--- src/rtl/phy_hs_pkg.sv ---
package phy_hs_pkg;

  typedef enum logic [3:0] {
    ST_IDLE   = 4'd0,
    ST_A_SET  = 4'd1,
    ST_A_CAP  = 4'd2,
    ST_A_REL  = 4'd3,
    ST_D_SET  = 4'd4,
    ST_D_CAP  = 4'd5,
    ST_D_REL  = 4'd6,
    ST_WR_STB = 4'd7,
    ST_WR_REL = 4'd8,
    ST_W_CLR  = 4'd9,
    ST_RD_STB = 4'd10,
    ST_RD_REL = 4'd11
  } step_e;

  // True for steps that wait on the acknowledge
  function automatic logic step_waits(step_e s);
    case (s)
      ST_A_CAP, ST_A_REL, ST_D_CAP, ST_D_REL,
      ST_WR_STB, ST_WR_REL, ST_RD_STB, ST_RD_REL: return 1'b1;
      default: return 1'b0;
    endcase
  endfunction

  // Acknowledge level a waiting step expects
  function automatic logic step_ack_level(step_e s);
    case (s)
      ST_A_CAP, ST_D_CAP, ST_WR_STB, ST_RD_STB: return 1'b1;
      default: return 1'b0;
    endcase
  endfunction

  // Successor of a step on a normal exit
  function automatic step_e step_next(step_e s, logic is_wr);
    case (s)
      ST_IDLE:   return ST_A_SET;
      ST_A_SET:  return ST_A_CAP;
      ST_A_CAP:  return ST_A_REL;
      ST_A_REL:  return is_wr ? ST_D_SET : ST_RD_STB;
      ST_D_SET:  return ST_D_CAP;
      ST_D_CAP:  return ST_D_REL;
      ST_D_REL:  return ST_WR_STB;
      ST_WR_STB: return ST_WR_REL;
      ST_WR_REL: return ST_W_CLR;
      ST_RD_STB: return ST_RD_REL;
      default:   return ST_IDLE;
    endcase
  endfunction

  // Strobe field of the control word (bit0 cap-addr .. bit3 read)
  function automatic logic [3:0] step_strobes(step_e s);
    case (s)
      ST_A_CAP:  return 4'b0001;
      ST_D_CAP:  return 4'b0010;
      ST_WR_STB: return 4'b0100;
      ST_RD_STB: return 4'b1000;
      default:   return 4'b0000;
    endcase
  endfunction

  // Which latched value the low field of the control word carries
  typedef enum logic [1:0] {VAL_ZERO, VAL_ADDR, VAL_DATA} val_sel_e;

  function automatic val_sel_e step_value(step_e s);
    case (s)
      ST_A_SET, ST_A_CAP, ST_A_REL:           return VAL_ADDR;
      ST_D_SET, ST_D_CAP, ST_D_REL, ST_WR_REL: return VAL_DATA;
      default:                                 return VAL_ZERO;
    endcase
  endfunction

endpackage

--- src/rtl/phy_hs_poll.sv ---
module phy_hs_poll #(
  parameter int POLL_GAP  = 250,
  parameter int MAX_POLLS = 10
) (
  input  logic clk,
  input  logic rst_n,
  input  logic active,
  input  logic restart,
  output logic check_now,
  output logic final_poll
);
  localparam int GW = $clog2(POLL_GAP + 1);
  localparam int PW = $clog2(MAX_POLLS + 1);
  localparam logic [GW-1:0] GAP_LAST  = GW'(POLL_GAP - 1);
  localparam logic [PW-1:0] POLL_LAST = PW'(MAX_POLLS - 1);

  logic [GW-1:0] gap_cnt;
  logic [PW-1:0] poll_cnt;

  assign check_now  = active && (gap_cnt == '0);
  assign final_poll = (poll_cnt == POLL_LAST);

  always_ff @(posedge clk) begin
    if (!rst_n || restart) begin
      gap_cnt  <= '0;
      poll_cnt <= '0;
    end else if (active) begin
      gap_cnt <= (gap_cnt == GAP_LAST) ? '0 : gap_cnt + 1'b1;
      if (check_now && !final_poll) poll_cnt <= poll_cnt + 1'b1;
    end
  end

  AST_POLL_BOUND: assert property (@(posedge clk) disable iff (!rst_n)
    poll_cnt < PW'(MAX_POLLS));

endmodule

--- src/rtl/phy_hs_seq.sv ---
module phy_hs_seq
  import phy_hs_pkg::*;
#(
  parameter int POLL_GAP  = 250,
  parameter int MAX_POLLS = 10
) (
  input  logic  clk,
  input  logic  rst_n,
  input  logic  start,
  input  logic  is_wr,
  input  logic  ack,
  output step_e step_q,
  output logic  rd_sample,
  output logic  done_q,
  output logic  err_q
);
  logic  waits, check_now, final_poll, matched, fail, leave;
  step_e step_d;

  assign waits   = step_waits(step_q);
  assign matched = check_now && (ack == step_ack_level(step_q));
  assign fail    = check_now && !matched && final_poll;

  always_comb begin
    step_d = step_q;
    if (step_q == ST_IDLE) begin
      if (start) step_d = ST_A_SET;
    end else if (!waits) begin
      step_d = step_next(step_q, is_wr);
    end else if (matched) begin
      step_d = step_next(step_q, is_wr);
    end else if (fail) begin
      step_d = ST_IDLE;
    end
  end

  assign leave     = (step_d != step_q);
  assign rd_sample = (step_q == ST_RD_STB) && matched;

  phy_hs_poll #(.POLL_GAP(POLL_GAP), .MAX_POLLS(MAX_POLLS)) u_poll (
    .clk(clk), .rst_n(rst_n), .active(waits), .restart(leave),
    .check_now(check_now), .final_poll(final_poll)
  );

  always_ff @(posedge clk) begin
    if (!rst_n) begin
      step_q <= ST_IDLE;
      done_q <= 1'b0;
      err_q  <= 1'b0;
    end else begin
      step_q <= step_d;
      done_q <= (step_q == ST_W_CLR) || ((step_q == ST_RD_REL) && matched);
      err_q  <= fail;
    end
  end

  AST_DONE_ERR_EXCL: assert property (@(posedge clk) disable iff (!rst_n)
    !(done_q && err_q));
  AST_DONE_PULSE: assert property (@(posedge clk) disable iff (!rst_n)
    done_q |=> !done_q);
  AST_ERR_PULSE: assert property (@(posedge clk) disable iff (!rst_n)
    err_q |=> !err_q);

endmodule

--- src/rtl/phy_hs_master.sv ---
module phy_hs_master
  import phy_hs_pkg::*;
#(
  parameter int W         = 16,
  parameter int POLL_GAP  = 250,
  parameter int MAX_POLLS = 10
) (
  input  logic           clk,
  input  logic           rst_n,
  input  logic           req_i,
  input  logic           wr_i,
  input  logic [W-1:0]   addr_i,
  input  logic [W-1:0]   wdata_i,
  output logic           busy_o,
  output logic           done_o,
  output logic           err_o,
  output logic [W-1:0]   rdata_o,
  output logic [W+3:0]   phy_ctrl_o,
  input  logic [W:0]     phy_stat_i
);
  localparam int ACK_BIT = W;

  step_e        step_q;
  logic         accept, rd_sample, ack;
  logic         wr_q;
  logic [W-1:0] addr_q, data_q, rdata_q;

  function automatic logic [W+3:0] ctrl_word(step_e s, logic [W-1:0] a, logic [W-1:0] d);
    logic [W-1:0] v;
    case (step_value(s))
      VAL_ADDR: v = a;
      VAL_DATA: v = d;
      default:  v = '0;
    endcase
    return {step_strobes(s), v};
  endfunction

  assign ack    = phy_stat_i[ACK_BIT];
  assign accept = req_i && (step_q == ST_IDLE);

  always_ff @(posedge clk) begin
    if (!rst_n) begin
      wr_q   <= 1'b0;
      addr_q <= '0;
      data_q <= '0;
    end else if (accept) begin
      wr_q   <= wr_i;
      addr_q <= addr_i;
      data_q <= wdata_i;
    end
  end

  always_ff @(posedge clk) begin
    if (!rst_n)         rdata_q <= '0;
    else if (rd_sample) rdata_q <= phy_stat_i[W-1:0];
  end

  phy_hs_seq #(.POLL_GAP(POLL_GAP), .MAX_POLLS(MAX_POLLS)) u_seq (
    .clk(clk), .rst_n(rst_n), .start(accept), .is_wr(wr_q), .ack(ack),
    .step_q(step_q), .rd_sample(rd_sample), .done_q(done_o), .err_q(err_o)
  );

  assign busy_o     = (step_q != ST_IDLE);
  assign rdata_o    = rdata_q;
  assign phy_ctrl_o = ctrl_word(step_q, addr_q, data_q);

  AST_STROBE_ONEHOT: assert property (@(posedge clk) disable iff (!rst_n)
    $onehot0(phy_ctrl_o[W+3:W]));
  AST_ERR_CTRL_ZERO: assert property (@(posedge clk) disable iff (!rst_n)
    err_o |-> (phy_ctrl_o == '0) && !busy_o);
  AST_BUSY_IGNORE: assert property (@(posedge clk) disable iff (!rst_n)
    (busy_o && req_i) |=> $stable(addr_q) && $stable(data_q));
  AST_RDATA_HOLD: assert property (@(posedge clk) disable iff (!rst_n)
    (step_q != ST_RD_STB) |=> $stable(rdata_o));
  AST_WAIT_EXIT_ACK: assert property (@(posedge clk) disable iff (!rst_n)
    (step_waits(step_q) && $past(step_q) != step_q && step_waits($past(step_q))
     && !err_o) |-> $past(ack) == step_ack_level($past(step_q)));
  AST_DONE_BUSY: assert property (@(posedge clk) disable iff (!rst_n)
    done_o |-> !busy_o);

endmodule

--- config.mk ---
export PLATFORM = sky130hd
export DESIGN_NAME = phy_hs_master
export DESIGN_NICKNAME = d
export VERILOG_FILES = /design/src/rtl/phy_hs_pkg.sv /design/src/rtl/phy_hs_poll.sv /design/src/rtl/phy_hs_seq.sv /design/src/rtl/phy_hs_master.sv
export SDC_FILE = /design/constraint.sdc
export NUM_CORES = 1
export LEC_CHECK = 0
export BUFFER_PORTS_ARGS = -buffer_cell sky130_fd_sc_hd__buf_2
export CAP_MARGIN = 10
export CORE_MARGIN = 3
export CORE_UTILIZATION = 48
export CTS_BUF_LIST = sky130_fd_sc_hd__clkbuf_4
export DETAILED_ROUTE_END_ITERATION = 12
export GPL_TIMING_DRIVEN = 0
export PLACE_DENSITY = 0.81
export SYNTH_ARGS = -nofsm -noshare
export SYNTH_HDL_FRONTEND = slang
export SYNTH_SLANG_ARGS = --single-unit
--- constraint.sdc ---
create_clock -name clk -period 2.5 [get_ports clk]
set_input_delay 0.75 -clock clk [delete_from_list [all_inputs] [get_ports clk]]
set_output_delay 0.75 -clock clk [all_outputs]
set_load 0.005 [all_outputs]
==> key figures <==
Route
  • DRT antenna net count: 0
  • DRC: 0
  • DRT Pass-1 Iters: 4
  • DR vias: between 3000 and 4000
  • Final WL: between 8000 and 9000 um
  • Average routed wire per standard cell: between 10 and 15 um
  • Routed vias/inst: around 5.4
  • DRT iter0 DRCs: about 300

Place
  • # port buffers: 91
  • GP Congestion: slightly above 0.9
  • Final HPWL DP: between 5000 and 6000 um

Flow run
  • Max-cap violations: 0

STA
  • Hold_ws: about 480 ps
  • Final Hold Fails: 0
  • Post-route minimum period: between 2000 and 3000 ps
  • Max_slew headroom: 0.470
  • Final worst setup slack: -356 ps
  • RSZ-0062 raised after global routing: yes
  • Final setup violation count: 16
  • FMAX: roughly 0.35 GHz
  • Period utilization: 1.14
  • TNS Setup: -5220 ps
  • Final Max Tran Viols: 0
  • Worst Clk Skew: about 9.3 ps
  • Worst-Margin Slew: 788 ps

Critical path
  • Crit-path cells: clkbuf_16, nand2b_4, o21a_1, o22ai_2, inv_2, ha_4, clkbuf_8, a22oi_2, nor2_2, buf_2
  • CP Max Fanout: 5
  • CP required: 1750 ps
  • Crit-path max cell delay: ~370 ps
  • Critical path class: reg2out
  • CP Capture Type: output port
  • Slowest-stage cell, CP: dfxtp_4
  • CP arrival: roughly 2100 ps
  • Worst Setup Start Kind: register

Yosys
  • Post-Synthesis Cells: between 300 and 400
  • FFs w/ async S/R, synth: 0
  • Post-synth top area share: 0.436
  • Syn Nets: 452
  • Syn avg cell area: 7.96 sq um
  • Most frequent cells after synthesis: 84 x nand2_1, 68 x dfxtp_1, 57 x nor2_1, 40 x a21oi_1, 24 x clkbuf_1
  • Yosys top cell by area: dfxtp_1
  • Distinct cells, synth: 48
  • Warnings from Yosys: 0
  • Primary FF master, synth: dfxtp_1
  • Sequential area share after synthesis: 0.436
  • #FFs+latches synth: 68
  • Main area contributors after synthesis: dfxtp_1 44%, nand2_1 10%, nor2_1 6.9%
  • Number of flops mapped to enable cells by yosys: 0
  • Mapped cell area: between 3000 and 4000 sq um
  • Cell with the most instances after synthesis: nand2_1

Floorplanning
  • Num ports: just over 90
  • Row cnt: 28
  • Area of the core: 6100 sq um
  • Initial cell density of the core: 0.512
  • Die area: roughly 7500 sq um
  • Die height: around 87 um
  • Die Width: a little under 90 um

GRT
  • Largest net degree at the start of global routing: 13
  • Total GRT Usage: 0.226
  • Vias in the first global route: 3037
  • Initial antenna violation count: 0
  • First-pass GRT wire length: between 10000 and 15000 um
  • Total grt overflow: 0

Clock network
  • Clock Sinks: 68
  • CTS tree: done
  • Clk buf depth: 2
  • Root buffer cell: clkbuf_4
  • Post-CTS Hold Buffers: 0
  • H-tree levels: 3
  • Num CTS Buffers: 9
  • CTS clk-pin slew, worst paths: 120 ps
  • Worst-skew pair later-pin latency: roughly 400 ps

Cells and area
  • Antenna diodes: 0
  • Area Overhead vs Synth: 33.0%
  • Register area: ~1400 sq um
  • Fraction of layout cells with a size suffix above 1: 0.331
  • Area of the multi-input gates: 1750 sq um
  • Fill count: about 520
  • # nets final: 562

Pwr
  • Power consumption: between 0.003 and 0.004 W
  • Lkg Pwr: ~1.8 nW
  • Power density over the cells: roughly 860 nW/um^2
  • Max VDD drop: slightly below 0.0005 V

Status
  • Status: finished, violations left
  • Failing checks: setup timing

Hold path
  • Worst Hold Class: reg2reg
-- per-layer routing --
layer  wire (um)  global-route usage  up-vias
met5           0                   0        -
met4         170              0.0892        0
met3         571              0.0409       17
met2        3880               0.360      120
met1        3620               0.302     1464
li1            -                   -     1566
-- power by group --
group | internal, W | switching [W] | total [W] | leakage [nW]
sequential | 0.00122 | 0.000119 | 0.00134 | 0.555
combinational | 0.000672 | 0.000831 | 0.00150 | 1.20
clock | 0.000316 | 0.000412 | 0.000728 | 0.0763
-- kinds of logic after synthesis --
group | synth area share
AND/OR/NAND/NOR | 0.247
AO/OA/AOI/OAI | 0.174
XOR/XNOR | 0.0140
buffers and inverters | 0.0461
adder cells (fa/ha/maj) | 0.0281
flip-flops | 0.436
multiplexers | 0.0545
-- worst max-delay path: cells and delay by family (launching register included) --
family                     cells  cell delay [ps]
DFF                            1              370
and+or+nand+nor                2              170
AOI/OAI and AO/OA              3              500
buffers and inverters          4              490
adders and majority gates      1              180
-- flip-flops by register name, indices dropped and copies added, names as in the netlist --
name                   flops
u_seq.step_q               4
u_seq.u_poll.poll_cnt      4
rdata_o                   16
u_seq.u_poll.gap_cnt       8
u_seq.err_q                1
wr_q                       1
addr_q                    16
u_seq.waits                1
data_q                    16
u_seq.done_q               1
-- path summary, 6_finish.rpt --
kind / startpoint / slack [ps] / end / cells past startpoint
setup / recovery: u_seq.step_q[2] / -360 / phy_ctrl_o[12] / 10
hold / removal: data_q[12] / 480 / data_q[12] / 2
setup reg to reg: u_seq.u_poll.poll_cnt[1] / 180 / u_seq.u_poll.gap_cnt[7] / 9
hold reg to reg: data_q[12] / 480 / data_q[12] / 2
-- placed cells by master, fill, tap and decap left out, types with 3 or more instances in the layout --
cell | netlist | layout
a21oi_1 | 40 | 40
nor3_1 | 6 | 6
nand3_1 | 3 | 3
nand2_1 | 84 | 83
clkbuf_16 | 0 | 3
a211oi_1 | 4 | 4
dfxtp_2 | 0 | 3
buf_2 | 1 | 92
dfxtp_1 | 68 | 64
nand4_1 | 3 | 3
clkbuf_1 | 24 | 15
ha_1 | 7 | 5
buf_4 | 0 | 6
buf_6 | 1 | 3
nor2_1 | 57 | 55
mux2i_1 | 17 | 17
a22oi_2 | 0 | 15
nor2b_1 | 4 | 4
xor2_1 | 4 | 4
clkbuf_4 | 0 | 11
inv_1 | 8 | 7
-- final cells by class --
cell class	count	area share
Buffer	24	0.0455
Clock inverter	6	0.0157
Clock buffer	10	0.0181
Inverter	9	0.00814
Multi-Input combinational cell	288	0.423
Timing Repair Buffer	102	0.138
Sequential cell	68	0.330
Tap cell	75	0.0226
-- timing repair --
action                     CTS  global route
setup endpoints to repair   16            28
pin swaps                   25             5
cloned                       2             0
setup buffers                7             2
resized for setup           42             8
-- per-stage QoR --
stage,util,area [sq um],std cells,worst slack [ps]
floorplan,-,3150,392,25.4
global placement,0.607,3700,558,-270
detailed placement,0.607,3700,558,-332
CTS,0.673,4100,580,-371
global route,0.681,4150,582,-462
finish,0.681,4150,582,-356
(Power assumes the default switching activity.)
